===== config.mk =====
export PLATFORM = sky130hd
export DESIGN_NAME = pgwalk_top
export DESIGN_NICKNAME = d
export VERILOG_FILES = /design/src/rtl/pgwalk_pkg.sv /design/src/rtl/pgwalk_ent_addr.sv /design/src/rtl/pgwalk_leaf.sv /design/src/rtl/pgwalk_perm.sv /design/src/rtl/pgwalk_top.sv
export SDC_FILE = /design/constraint.sdc
export NUM_CORES = 1
export LEC_CHECK = 0
export CAP_MARGIN = 25
export CORE_MARGIN = 3
export CORE_UTILIZATION = 40
export DETAILED_ROUTE_END_ITERATION = 8
export DONT_BUFFER_PORTS = 1
export SLEW_MARGIN = 20
export SYNTH_ARGS = -nofsm -noshare
export SYNTH_HDL_FRONTEND = slang
export SYNTH_SLANG_ARGS = --single-unit

===== constraint.sdc =====
create_clock -name clk -period 2.31 [get_ports clk]
set_input_delay 0.1155 -clock clk [delete_from_list [all_inputs] [get_ports clk]]
set_output_delay 0.1155 -clock clk [all_outputs]
set_load 0.01 [all_outputs]

===== src/rtl/pgwalk_pkg.sv =====
package pgwalk_pkg;
  typedef enum logic [1:0] {WK_IDLE, WK_DIR, WK_TBL} wk_state_e;
  localparam int unsigned BIT_PRES = 0;
  localparam int unsigned BIT_RW   = 1;
  localparam int unsigned BIT_US   = 2;
  localparam int unsigned BIT_BIG  = 7;
  localparam int unsigned FC_PROT  = 0;
  localparam int unsigned FC_WR    = 1;
  localparam int unsigned FC_USR   = 2;
endpackage


===== src/rtl/pgwalk_ent_addr.sv =====
module pgwalk_ent_addr #(
  parameter int AW      = 32,
  parameter int OFF_W   = 12,
  parameter int IW      = 10,
  parameter int ENT_LOG = 2
) (
  input  logic [AW-1:0] base_i,
  input  logic [IW-1:0] idx_i,
  output logic [AW-1:0] addr_o
);
  localparam logic [AW-1:0] LOW_MASK = AW'((64'd1 << OFF_W) - 64'd1);
  logic [AW-1:0] base_al;
  always_comb begin
    base_al = base_i & ~LOW_MASK;
    addr_o  = base_al + (AW'(idx_i) << ENT_LOG);
  end
endmodule


===== src/rtl/pgwalk_leaf.sv =====
module pgwalk_leaf #(
  parameter int AW    = 32,
  parameter int OFF_W = 12,
  parameter int IDX_W = 10
) (
  input  logic [AW-1:0] entry_i,
  input  logic [AW-1:0] vaddr_i,
  output logic [AW-1:0] pa_small_o,
  output logic [AW-1:0] pa_large_o
);
  localparam int BIG_OFF = OFF_W + IDX_W;
  localparam logic [AW-1:0] SMALL_MASK = AW'((64'd1 << OFF_W) - 64'd1);
  localparam logic [AW-1:0] LARGE_MASK = AW'((64'd1 << BIG_OFF) - 64'd1);
  always_comb begin
    pa_small_o = (entry_i & ~SMALL_MASK) | (vaddr_i & SMALL_MASK);
    pa_large_o = (entry_i & ~LARGE_MASK) | (vaddr_i & LARGE_MASK);
  end
endmodule


===== src/rtl/pgwalk_perm.sv =====
module pgwalk_perm
  import pgwalk_pkg::*;
(
  input  logic       pres_i,
  input  logic       rw_i,
  input  logic       us_i,
  input  logic       acc_u_i,
  input  logic       acc_w_i,
  input  logic       leaf_i,
  input  logic       user_i,
  input  logic       write_i,
  output logic       eff_u_o,
  output logic       eff_w_o,
  output logic       fault_o,
  output logic [2:0] code_o
);
  logic deny, prot;
  always_comb begin
    eff_u_o = acc_u_i & us_i;
    eff_w_o = acc_w_i & rw_i;
    // supervisor accesses skip both permission bits
    deny    = user_i & (~eff_u_o | (write_i & ~eff_w_o));
    prot    = pres_i & leaf_i & deny;
    fault_o = ~pres_i | prot;
    code_o  = '0;
    code_o[FC_PROT] = prot;
    code_o[FC_WR]   = write_i;
    code_o[FC_USR]  = user_i;
  end
endmodule


===== src/rtl/pgwalk_top.sv =====
module pgwalk_top
  import pgwalk_pkg::*;
#(
  parameter int AW      = 32,
  parameter int OFF_W   = 12,
  parameter int IDX_W   = 10,
  parameter int ENT_LOG = 2
) (
  input  logic          clk,
  input  logic          rst,
  input  logic [AW-1:0] root_base,
  input  logic          req_valid,
  input  logic [AW-1:0] req_vaddr,
  input  logic          req_write,
  input  logic          req_user,
  output logic          busy,
  output logic          done,
  output logic          done_fault,
  output logic [2:0]    done_code,
  output logic [AW-1:0] done_paddr,
  output logic          mem_req,
  output logic [AW-1:0] mem_addr,
  input  logic          mem_rvalid,
  input  logic [AW-1:0] mem_rdata
);
  localparam int DIR_W   = AW - OFF_W - IDX_W;
  localparam int BIG_OFF = OFF_W + IDX_W;

  wk_state_e     state;
  logic [AW-1:0] va_q;
  logic          wr_q, us_q, acc_u_q, acc_w_q, big_q;

  logic [AW-1:0] dir_addr, tbl_addr, pa_small, pa_large;
  logic          in_dir, big_hit, leaf, eff_u, eff_w, wfault;
  logic [2:0]    wcode;

  pgwalk_ent_addr #(.AW(AW), .OFF_W(OFF_W), .IW(DIR_W), .ENT_LOG(ENT_LOG)) dir_addr_i (
    .base_i(root_base), .idx_i(req_vaddr[AW-1 -: DIR_W]), .addr_o(dir_addr));

  pgwalk_ent_addr #(.AW(AW), .OFF_W(OFF_W), .IW(IDX_W), .ENT_LOG(ENT_LOG)) tbl_addr_i (
    .base_i(mem_rdata), .idx_i(va_q[BIG_OFF-1 -: IDX_W]), .addr_o(tbl_addr));

  pgwalk_leaf #(.AW(AW), .OFF_W(OFF_W), .IDX_W(IDX_W)) leaf_i (
    .entry_i(mem_rdata), .vaddr_i(va_q), .pa_small_o(pa_small), .pa_large_o(pa_large));

  always_comb begin
    in_dir  = (state == WK_DIR);
    big_hit = in_dir & mem_rdata[BIT_BIG];
    leaf    = big_hit | (state == WK_TBL);
  end

  pgwalk_perm perm_i (
    .pres_i(mem_rdata[BIT_PRES]), .rw_i(mem_rdata[BIT_RW]), .us_i(mem_rdata[BIT_US]),
    .acc_u_i(in_dir ? 1'b1 : acc_u_q), .acc_w_i(in_dir ? 1'b1 : acc_w_q),
    .leaf_i(leaf), .user_i(us_q), .write_i(wr_q),
    .eff_u_o(eff_u), .eff_w_o(eff_w), .fault_o(wfault), .code_o(wcode));

  assign busy = (state != WK_IDLE);

  always_ff @(posedge clk) begin
    if (rst) begin
      state      <= WK_IDLE;
      va_q       <= '0;
      wr_q       <= 1'b0;
      us_q       <= 1'b0;
      acc_u_q    <= 1'b0;
      acc_w_q    <= 1'b0;
      big_q      <= 1'b0;
      done       <= 1'b0;
      done_fault <= 1'b0;
      done_code  <= '0;
      done_paddr <= '0;
      mem_req    <= 1'b0;
      mem_addr   <= '0;
    end else begin
      done    <= 1'b0;
      mem_req <= 1'b0;
      unique case (state)
        WK_IDLE: begin
          if (req_valid) begin
            va_q     <= req_vaddr;
            wr_q     <= req_write;
            us_q     <= req_user;
            mem_addr <= dir_addr;
            mem_req  <= 1'b1;
            state    <= WK_DIR;
          end
        end
        WK_DIR: begin
          if (mem_rvalid) begin
            if (wfault || big_hit) begin
              done       <= 1'b1;
              done_fault <= wfault;
              done_code  <= wfault ? wcode : 3'b000;
              done_paddr <= wfault ? '0 : pa_large;
              big_q      <= 1'b1;
              state      <= WK_IDLE;
            end else begin
              acc_u_q  <= eff_u;
              acc_w_q  <= eff_w;
              mem_addr <= tbl_addr;
              mem_req  <= 1'b1;
              state    <= WK_TBL;
            end
          end
        end
        WK_TBL: begin
          if (mem_rvalid) begin
            done       <= 1'b1;
            done_fault <= wfault;
            done_code  <= wfault ? wcode : 3'b000;
            done_paddr <= wfault ? '0 : pa_small;
            big_q      <= 1'b0;
            state      <= WK_IDLE;
          end
        end
        default: state <= WK_IDLE;
      endcase
    end
  end

  // read requests only while a walk is open
  assert_req_in_walk_R9: assert property (@(posedge clk) disable iff (rst)
    mem_req |-> busy);
  // captured request is frozen for the whole walk
  assert_hold_request_R9: assert property (@(posedge clk) disable iff (rst)
    busy |=> $stable(va_q));
  assert_done_pulse_R10: assert property (@(posedge clk) disable iff (rst)
    done |=> !done);
  assert_done_idle_R10: assert property (@(posedge clk) disable iff (rst)
    done |-> !busy);
  assert_fault_bits_R6: assert property (@(posedge clk) disable iff (rst)
    (done && done_fault) |-> (done_code[FC_WR] == wr_q && done_code[FC_USR] == us_q));
  assert_sup_no_prot_R8: assert property (@(posedge clk) disable iff (rst)
    (done && done_fault && !us_q) |-> !done_code[FC_PROT]);
  assert_big_offset_R4: assert property (@(posedge clk) disable iff (rst)
    (done && !done_fault && big_q) |-> done_paddr[BIG_OFF-1:0] == va_q[BIG_OFF-1:0]);
endmodule


==> results of run 1 <==
cell type report:
type                    instances  area, sq um
inverters                      35        131.4
multi-input cells             403         2606
clock buffers                  12        246.5
repair buffers                102        979.7
well taps                     143        178.9
flip-flops and latches         96         1922
clock inverters                 3        42.54
fillers                      1062         5507
timing repair:
action | 4_1_cts | 5_1_grt
endpoints found under the setup margin | 0 | 31
resized for setup | 0 | 5
buffers inserted | 0 | 0
endpoints found under the hold margin | 69 | 0
hold buffers | 76 | 0
worst max-delay path by stage:
stage	startpoint	endpoint	slack, ps	cells past startpoint
CTS	state[1]	mem_addr[8]	40	6
detailed placement	state[1]	mem_addr[8]	70	6
global placement	state[1]	mem_addr[17]	140	6
finish	state[1]	mem_addr[17]	150	8
floorplan	state[1]	done_paddr[0]	300	9
global route	state[1]	done_paddr[21]	30	7
cells by family (layout without fill, tap and decap cells):
logic type                 Yosys count  after routing
and+or+nand+nor                    182            182
other                                1              2
buffers and inverters               96            152
muxes                               36             36
DFF                                 96             96
AOI/OAI and AO/OA                  180            180
adders and majority gates            3              3
sequential cells by signal, summed over array words and instances (netlist names):
register,cells
done_paddr,32
mem_addr,30
state,2
mem_req,1
va_q,22
done_code,3
done,1
acc_u_q,1
done_fault,1
wr_q,1
us_q,1
acc_w_q,1
per-layer routing:
metal | vias up | GRT usage
met5 | - | 0
met4 | 2 | 0.09358
met3 | 31 | 0.06005
met2 | 195 | 0.3744
met1 | 2211 | 0.3020
li1 | 2206 | -
synthesized netlist by cell type, types with 4 or more instances:
library cell / number / area, sq um
a21oi_1: 31 / 155.2
buf_6: 4 / 45.04
clkbuf_1: 50 / 187.7
o311ai_0: 29 / 254.0
o21ai_0: 20 / 100.1
mux2i_1: 36 / 360.4
o21bai_1: 30 / 225.2
inv_1: 34 / 127.6
o211ai_1: 32 / 240.2
nor2_1: 35 / 131.4
nand2_1: 98 / 367.9
dfxtp_1: 96 / 1922
a311oi_1: 29 / 254.0
nand2b_1: 32 / 200.2
power by group through the flow:
| stage | logic (mW) | registers [mW] | clock network (mW) |
|---|---|---|---|
| 6_report | 0.792 | 1.90 | 1.50 |
| 5_1_grt | 0.869 | 1.92 | 1.59 |
| 3_3_place_gp | 0.632 | 1.93 | 0 |
| 2_1_floorplan | 0.494 | 1.91 | 0 |
| 3_5_place_dp | 0.655 | 1.94 | 0 |
| 4_1_cts | 0.775 | 1.90 | 1.53 |
metrics by stage:
step           total power, mW  hold WS, ps  cells
2_1_floorplan            2.401        240.5    595
3_3_place_gp             2.567        188.3    703
3_5_place_dp             2.594        190.3    703
4_1_cts                  4.209        10.06    794
5_1_grt                  4.383        27.48    794
6_report                 4.192        15.86    794
==> results.ini, run 1 <==
[run_status]
status=complete, no violations

[power]
cellPowerDensity_mw_per_mm2=686.4
p_int_mw=2.997
p_sw_mw=1.195
clockPowerShare=0.357
swShare=0.2850
p_leak_nw=2.365
comb_power_share=0.189
ir_drop_v=0.0003873
sequentialPowerShare=0.454

[sta]
worstMarginPinSlew_ps=683.0
period_share=0.9369
drv_slew=0
hold_viol_final=0
post-route-worst-setup-slack_ps=145.7
setup_tns_ps=0
clock_skew_ps=6.258
layout_min_cycle_time_ps=2164
rsz0062_at_grt=no
setup_violations=0
fmax_mhz=462.0
max_slew_margin=0.5447

[worst_setup_path]
path_buf_inv=3
cpPeakStageDelay_ps=400
reg2regPathDepth=8
crit_type=reg -> reg
rrSetupSlack_ps=150
path_cells=inv_1, ha_4, buf_4, mux2i_4, buf_4, o21bai_1, o311ai_0, a311oi_1
cp_common_cell=buf_4
startpoint_type=flip-flop
crit_required_ps=2540
worstPathArrival_ps=2390
cp-end-kind=flip-flop
crit_slowest_cell=a311oi_1
rr_startpoint=state[1]
worstPathMaxFanout=18
critical-path-top-delay-family=compound AO/OA/AOI/OAI gates
r2r_end=mem_addr[17]

[worst_hold_path]
min_from=mem_rvalid
hp-class=in -> reg
min_delay_path_depth=2
hold-path-endpoint=state[0]

[drt]
wl_met1_microns=6684
post-route-drc-count=0
routed_wl_microns=15820
wl_met2_microns=7495
vias=4645
drtAntennaViolNets=0
dr.pass1.iters=5
wl_met3_microns=1226
drtIter0Drc=591
top_layer_used=met5
vias_per_cell=5.850
routedWlPerCell_microns=19.93

[logic_synthesis]
ys_seq_elements=96
yosysSeqAreaShare=0.3965
synthDistinctLibCells=38
syn_avg_cell_area_sq_um=8.160
synth_edf_count=0
synth-main-ff-cell=dfxtp_1
yosysWarnings=0
syn_inst=594
synthMuxAreaShare=0.07434
synth_xor_xnor_area_share=0
synth_top_family_by_area=compound AO/OA/AOI/OAI gates
async_flop_share=0
synth_compound_area_frac=0.2710
synth-simple-area-share=0.1668
synthAdderAreaFrac=0.007744
netlist_area_sq_mm=0.004847

[die]
start_util=0.4174
fp.dieArea_sq_mm=0.01347
fp.coreArea_sq_mm=0.01161
rows=39
die_h_microns=116.1
io_pins=173
dieWidth_microns=116.1

[cts]
cts_tree=done
cts_buffers=9
cts_root_buf=clkbuf_16
h-tree-depth=3
cts_buffer_depth=2
clock-sinks=96
clk_pin_slew_ps=70
clk_latency_ps=350

[global_routing]
grt-ovfl-total=0
grt_pass1_vias=4684
grt_max_degree=40
grt_usage=0.2340
antenna_found_initial=1
grt_pass1_wl_microns=24820

[layout]
mostFrequentLayoutCell=nand2_1
layout_common_cells=98 x nand2_1, 96 x dfxtp_1, 75 x dlygate4sd3_1, 35 x mux2i_1
syn_to_final_growth_pct=25.99
drive_above_1_share=0.08449
finalInstanceArea_sq_mm=0.006107
fin_util=0.5259
final_nets=752
antenna_cells=0

[placement]
place_congestion=0.8806
placedInstanceArea_sq_mm=0.005039
dp_slack_ps=73.38
hpwl_microns=10350
portBuffers=0

[flow_run]
maxCapViolCount=0

No activity file was read; power rests on OpenSTA's default activity.
==> run 2, diff against run 1 <==
--- a/config.mk
+++ b/config.mk
@@ -5,8 +5,8 @@
 export SDC_FILE = /design/constraint.sdc
 export NUM_CORES = 1
 export LEC_CHECK = 0
+export ABC_AREA = 1
 export CAP_MARGIN = 25
-export CORE_MARGIN = 3
 export CORE_UTILIZATION = 40
 export DETAILED_ROUTE_END_ITERATION = 8
 export DONT_BUFFER_PORTS = 1
==> constraint.sdc (replaced) <==
create_clock -name clk -period 1.9 [get_ports clk]
set_input_delay 0.095 -clock clk [delete_from_list [all_inputs] [get_ports clk]]
set_output_delay 0.095 -clock clk [all_outputs]
set_load 0.01 [all_outputs]
==> run 2 against run 1 <==
  * Fmax grew 20%
  * Largest cell class unchanged
  * Setup slack worse by 48 ps
  * Synthesized cell count increased by 20%
  * Critical path type unchanged
  * Utilization down 0.72 points
  * Cell area down 6.7%
  * Clock-buffer cell count decreased by 1
  * Sequential cell count unchanged
  * Critical endpoint is now mem_addr[19]
==> results.ini, run 2 <==
[drt]
vias_per_cell=4.777
routed_wl_microns=12360
drtIter0Drc=237
dr.pass1.iters=5
vias=4352
routedWlPerCell_microns=13.56
post-route-drc-count=0
drtAntennaViolNets=0

[layout]
reg_top3=done_paddr x32, mem_addr x30, va_q x22
mostFrequentLayoutCell=nand2_1
syn_to_final_growth_pct=24.74
multi_input_area_sq_mm=0.002168
layout_common_cells=219 x nand2_1, 185 x nor2_1, 95 x dfxtp_1, 62 x inv_1, 56 x dlygate4sd3_1
finalInstanceArea_sq_mm=0.005697
regArea_sq_mm=0.001923
regMostFlops=done_paddr
drive_above_1_share=0.08171
fillers=1083
largest_reg_flops=32
antenna_cells=0
final_nets=871

[power]
ir_drop_v=0.0006859
cellPowerDensity_mw_per_mm2=964.3
p_leak_nw=2.700

[cts]
h-tree-depth=3
clk_latency_ps=350
clock-sinks=96
cts_buffers=9
clk_pin_slew_ps=70
cts_tree=done
cts_buffer_depth=2
cts_root_buf=clkbuf_16

[die]
fp.coreArea_sq_mm=0.01098
io_pins=173
fp.dieArea_sq_mm=0.01185
rows=38
start_util=0.4158
die_h_microns=108.9
dieWidth_microns=108.9

[flow_run]
maxCapViolCount=0

[worst_hold_path]
min_from=mem_rdata[28]
hold-path-endpoint=mem_addr[28]
hp-class=in -> reg
min_delay_path_depth=4

[sta]
fmax_mhz=554.9
setup_violations=0
setup_tns_ps=0
period_share=0.9485
drv_slew=0
hold_viol_final=0
layout_min_cycle_time_ps=1802
rsz0062_at_grt=no
clock_skew_ps=7.687

[worst_setup_path]
r2r_end=mem_addr[19]
startpoint_type=flip-flop
path_cells=inv_2, ha_4, buf_4, nand2_2, a21oi_4, nand2_4, nand3_1, nand2_2, nand2_4, buf_12, nand2_1, nand2_1, nor2_2
reg2regPathDepth=13
crit_required_ps=2180
worstPathMaxFanout=14
crit_slowest_cell=dfxtp_1
worstPathArrival_ps=2080
cp-end-kind=flip-flop
crit_type=reg -> reg
rrSetupSlack_ps=100
cpPeakStageDelay_ps=360
rr_startpoint=state[1]

[logic_synthesis]
async_flop_share=0
synthTopCellsByCount=219 x nand2_1, 187 x nor2_1, 96 x dfxtp_1
netlist_area_sq_mm=0.004567
synth-main-ff-cell=dfxtp_1
synthDistinctLibCells=25
yosysMostFrequentCell=nand2_1
yosys-top-cells-area=dfxtp_1 42%, nand2_1 18%, nor2_1 15%, inv_1 5.2%, o21ai_0 4.8%
syn_inst=715
yosysSeqAreaShare=0.4208
syn_avg_cell_area_sq_um=6.387
synth_edf_count=0
ys_seq_elements=96
synth_top_area_share=0.4208
synth_top_area_cell=dfxtp_1
yosysWarnings=0

[global_routing]
grt_max_degree=43
antenna_found_initial=0
grt_pass1_wl_microns=19440
grt_usage=0.2150
grt_pass1_vias=4105
grt-ovfl-total=0

[placement]
place_congestion=0.8527
portBuffers=0
hpwl_microns=8503
placedInstanceArea_sq_mm=0.004738

[run_status]
status=complete, no violations

==> run 2: power breakdown <==
part	total [mW]	leakage, nW	internal [mW]	switching (mW)
combinational	1.09	1.76	0.460	0.627
clock	1.96	0.152	1.19	0.776
sequential	2.44	0.791	2.23	0.215
==> run 2: layout make-up <==
cell class	instances	share of cell area
timing repair buffer	82	0.1494
clock buffer	11	0.04261
sequential	96	0.3376
inverter	67	0.04503
tap	140	0.03075
multi-input combinational	510	0.3806
clock inverter	5	0.01406
==> run 2: what timing repair did <==
item                                    CTS  global route
resized for setup                         2            12
endpoints found under the setup margin   24            68
pin swaps                                 0             0
hold buffers                             56             0
buffers inserted                          0             0
cloned                                    0             1
endpoints found under the hold margin    60             0
==> run 2: logic make-up (layout without fill, tap and decap cells) <==
| logic type | count (synthesis) | in the layout | synth area share |
|---|---|---|---|
| buffers and inverters | 110 | 165 | 0.1115 |
| AND/OR/NAND/NOR | 442 | 442 | 0.3852 |
| flip-flops | 96 | 96 | 0.4208 |
| AO/OA/AOI/OAI | 63 | 63 | 0.07343 |
| adder cells (fa/ha/maj) | 3 | 3 | 0.008220 |
| other | 1 | 2 | 0.0008211 |
==> run 2: critical path: cells and delay by family, from the launching register on <==
kind,cells,cell delay [ps]
AND/OR/NAND/NOR,8,740
adder cells (fa/ha/maj),1,180
flip-flops,1,360
AO/OA/AOI/OAI,1,60
buffers and inverters,3,380
==> run 2: metrics by stage <==
| stage | cells | util | worst slack, ps | hold WS, ps | total power [mW] |
|---|---|---|---|---|---|
| 3_3_place_gp | 838 | 0.4314 | 29.04 | 167.7 | 3.406 |
| 4_1_cts | 910 | 0.5123 | 43.79 | 1.499 | 5.497 |
| 3_5_place_dp | 838 | 0.4314 | -55.73 | 169.5 | 3.429 |
| 6_report | 911 | 0.5187 | 97.78 | 13.24 | 5.493 |
| 5_1_grt | 911 | 0.5187 | 0.9550 | 20.09 | 5.813 |
| 2_1_floorplan | 716 | - | 215.8 | 239.1 | 3.202 |
==> run 2: worst max-delay path by stage <==
stage,start,to,slack [ps],depth (start not counted)
after CTS,state[1],mem_addr[12],40,13
after global placement,state[1],done_paddr[24],30,10
after detailed placement,state[1],done_paddr[0],-60,10
final,state[1],mem_addr[19],100,13
after global routing,state[1],done_paddr[18],1,12
after floorplan,state[1],mem_addr[12],220,14
==> run 2: metal layers <==
metal | global-route usage | wire length [microns]
met1 | 0.2577 | 5285
met2 | 0.3467 | 5851
met3 | 0.07591 | 962
met4 | 0.09266 | 257
met5 | 0 | 0
==> run 3, diff against run 2 <==
--- a/config.mk
+++ b/config.mk
@@ -7,9 +7,13 @@
 export LEC_CHECK = 0
 export ABC_AREA = 1
 export CAP_MARGIN = 25
-export CORE_UTILIZATION = 40
+export CELL_PAD_IN_SITES_DETAIL_PLACEMENT = 1
+export CELL_PAD_IN_SITES_GLOBAL_PLACEMENT = 2
+export CORE_UTILIZATION = 29
+export CTS_BUF_LIST = sky130_fd_sc_hd__clkbuf_4 sky130_fd_sc_hd__clkbuf_8 sky130_fd_sc_hd__clkbuf_16
 export DETAILED_ROUTE_END_ITERATION = 8
 export DONT_BUFFER_PORTS = 1
+export PLACE_DENSITY_LB_ADDON = 0.1
 export SLEW_MARGIN = 20
 export SYNTH_ARGS = -nofsm -noshare
 export SYNTH_HDL_FRONTEND = slang
==> run 3 against run 2 <==
  * The flow now finishes with violations (negative hold slack)
  * Combinational power rose by 6%
  * Clock skew decreased by 1.5 ps
  * Non-clock buffer count decreased by 2
  * Die area grew 37%
==> results.ini, run 3 (synthesis results as in run 2) <==
[global_routing]
busiest_layer=met2
grt_util_met2=0.3083
grt_pass1_wl_microns=23360
antenna_found_initial=0
use_met1=0.2294
grt_pass1_vias=4440
grt_usage=0.1864
grt-ovfl-total=0
grt_max_degree=41
met3_usage=0.05318

[placement]
dp_slack_ps=-45.30
hpwl_microns=10530
portBuffers=0
place_congestion=0.8154

[die]
io_pins=173
dieWidth_microns=127.5
start_util=0.2993
fp.coreArea_sq_mm=0.01526
die_h_microns=127.5
fp.dieArea_sq_mm=0.01625
rows=45

[drt]
drtIter0Drc=132
routedWlPerCell_microns=14.96
post-route-drc-count=0
vias=4312
drtAntennaViolNets=0
dr.pass1.iters=4
vias_per_cell=4.400
routed_wl_microns=14660

[power]
p_leak_nw=2.719
ir_drop_v=0.0004299
cellPowerDensity_mw_per_mm2=945.5
clockPowerShare=0.345
p_int_mw=3.784
p_sw_mw=1.708
comb_power_share=0.209
swShare=0.3110
sequentialPowerShare=0.446
p_total_mw=5.491

[sta]
rsz0062_at_grt=yes
setup_violations=0
clock_skew_ps=6.192
whs_ps=-11.77
hold_viol_final=1
layout_min_cycle_time_ps=1791
drv_slew=0
setup_tns_ps=0
fmax_mhz=558.2
period_share=0.9429
post-route-worst-setup-slack_ps=108.6

[layout]
reg_top3=done_paddr x32, mem_addr x30, va_q x22
drive_above_1_share=0.08973
largest_reg_flops=32
syn_to_final_growth_pct=27.18
regMostFlops=done_paddr
antenna_cells=0
fillers=1928
mostFrequentLayoutCell=nand2_1
final_nets=869
regArea_sq_mm=0.001927
layout_common_cells=219 x nand2_1, 185 x nor2_1, 94 x dfxtp_1, 61 x inv_1, 52 x dlygate4sd3_1
multi_input_area_sq_mm=0.002181

[flow_run]
maxCapViolCount=0

[cts]
cts_buffer_depth=2
cts_buffers=9
clock-sinks=96
clk_latency_ps=350
h-tree-depth=3
cts_tree=done
clk_pin_slew_ps=70
cts_root_buf=clkbuf_16

[worst_setup_path]
cpPeakStageDelay_ps=330
crit_slowest_cell=dfxtp_2
cp-end-kind=flip-flop
worstPathMaxFanout=13
startpoint_type=flip-flop
crit_required_ps=2150
path_cells=inv_2, ha_4, buf_4, nand2_2, a21oi_4, nand2_4, nand3_1, nand2_2, nand2_8, clkbuf_16, nand2_1, nand2_1, nor2_1
worstPathArrival_ps=2040
crit_type=reg -> reg

[run_status]
violations=negative hold slack
status=finished with violations

[worst_hold_path]
hp-class=in -> reg

-- run 3: layout make-up --
type,instances,share of cell area
clock buffer,11,0.04244
sequential,96,0.3318
tap,211,0.04545
clock inverter,5,0.009694
multi-input combinational,510,0.3755
inverter,67,0.04416
timing repair buffer,80,0.1510
-- run 3: path summary, 6_finish.rpt --
| kind | from | end | slack (ps) | cells after the start |
|---|---|---|---|---|
| setup / recovery | state[1] | mem_addr[22] | 110 | 13 |
| hold / removal | mem_rdata[1] | acc_w_q | -10 | 4 |
| setup reg to reg | state[1] | mem_addr[22] | 110 | 13 |
| hold reg to reg | us_q | us_q | 480 | 2 |
-- run 3: power by group through the flow --
stage	combinational (mW)	clock, mW	sequential, mW
after floorplan	0.759	0	2.44
after global placement	0.958	0	2.49
after detailed placement	0.990	0	2.50
after CTS	1.09	1.96	2.46
after global routing	1.32	2.03	2.48
final	1.15	1.89	2.45
-- run 3: layer usage --
metal	routed length (microns)	part of all wire
met1	6743	0.46
met2	6790	0.46
met3	901	0.061
met4	222	0.015
met5	0	0
-- run 3: per-stage QoR --
step	cells	hold WS (ps)	util	area, sq um
after floorplan	716	239.1	-	4571
after global placement	910	167.2	0.3193	4872
after detailed placement	910	169.5	0.3193	4872
after CTS	978	0.4446	0.3734	5698
after global routing	980	25.75	0.3806	5808
final	980	-11.77	0.3806	5808
-- run 3: what timing repair did --
action                                  CTS  global route
pin swaps                                 0             3
hold endpoints to repair                 56             0
gates resized for setup                   1            18
endpoints found under the setup margin   31            55
hold buffers                             52             0
setup buffers                             0             0
gates cloned                              0             2
-- run 3: worst max-delay path, delay by kind of cell (launching register included) --
kind            cells  cell delay [ps]
compound gates      1              140
fa+ha+maj           1              170
buf+inv             3              380
flops               1              330
simple gates        8              660
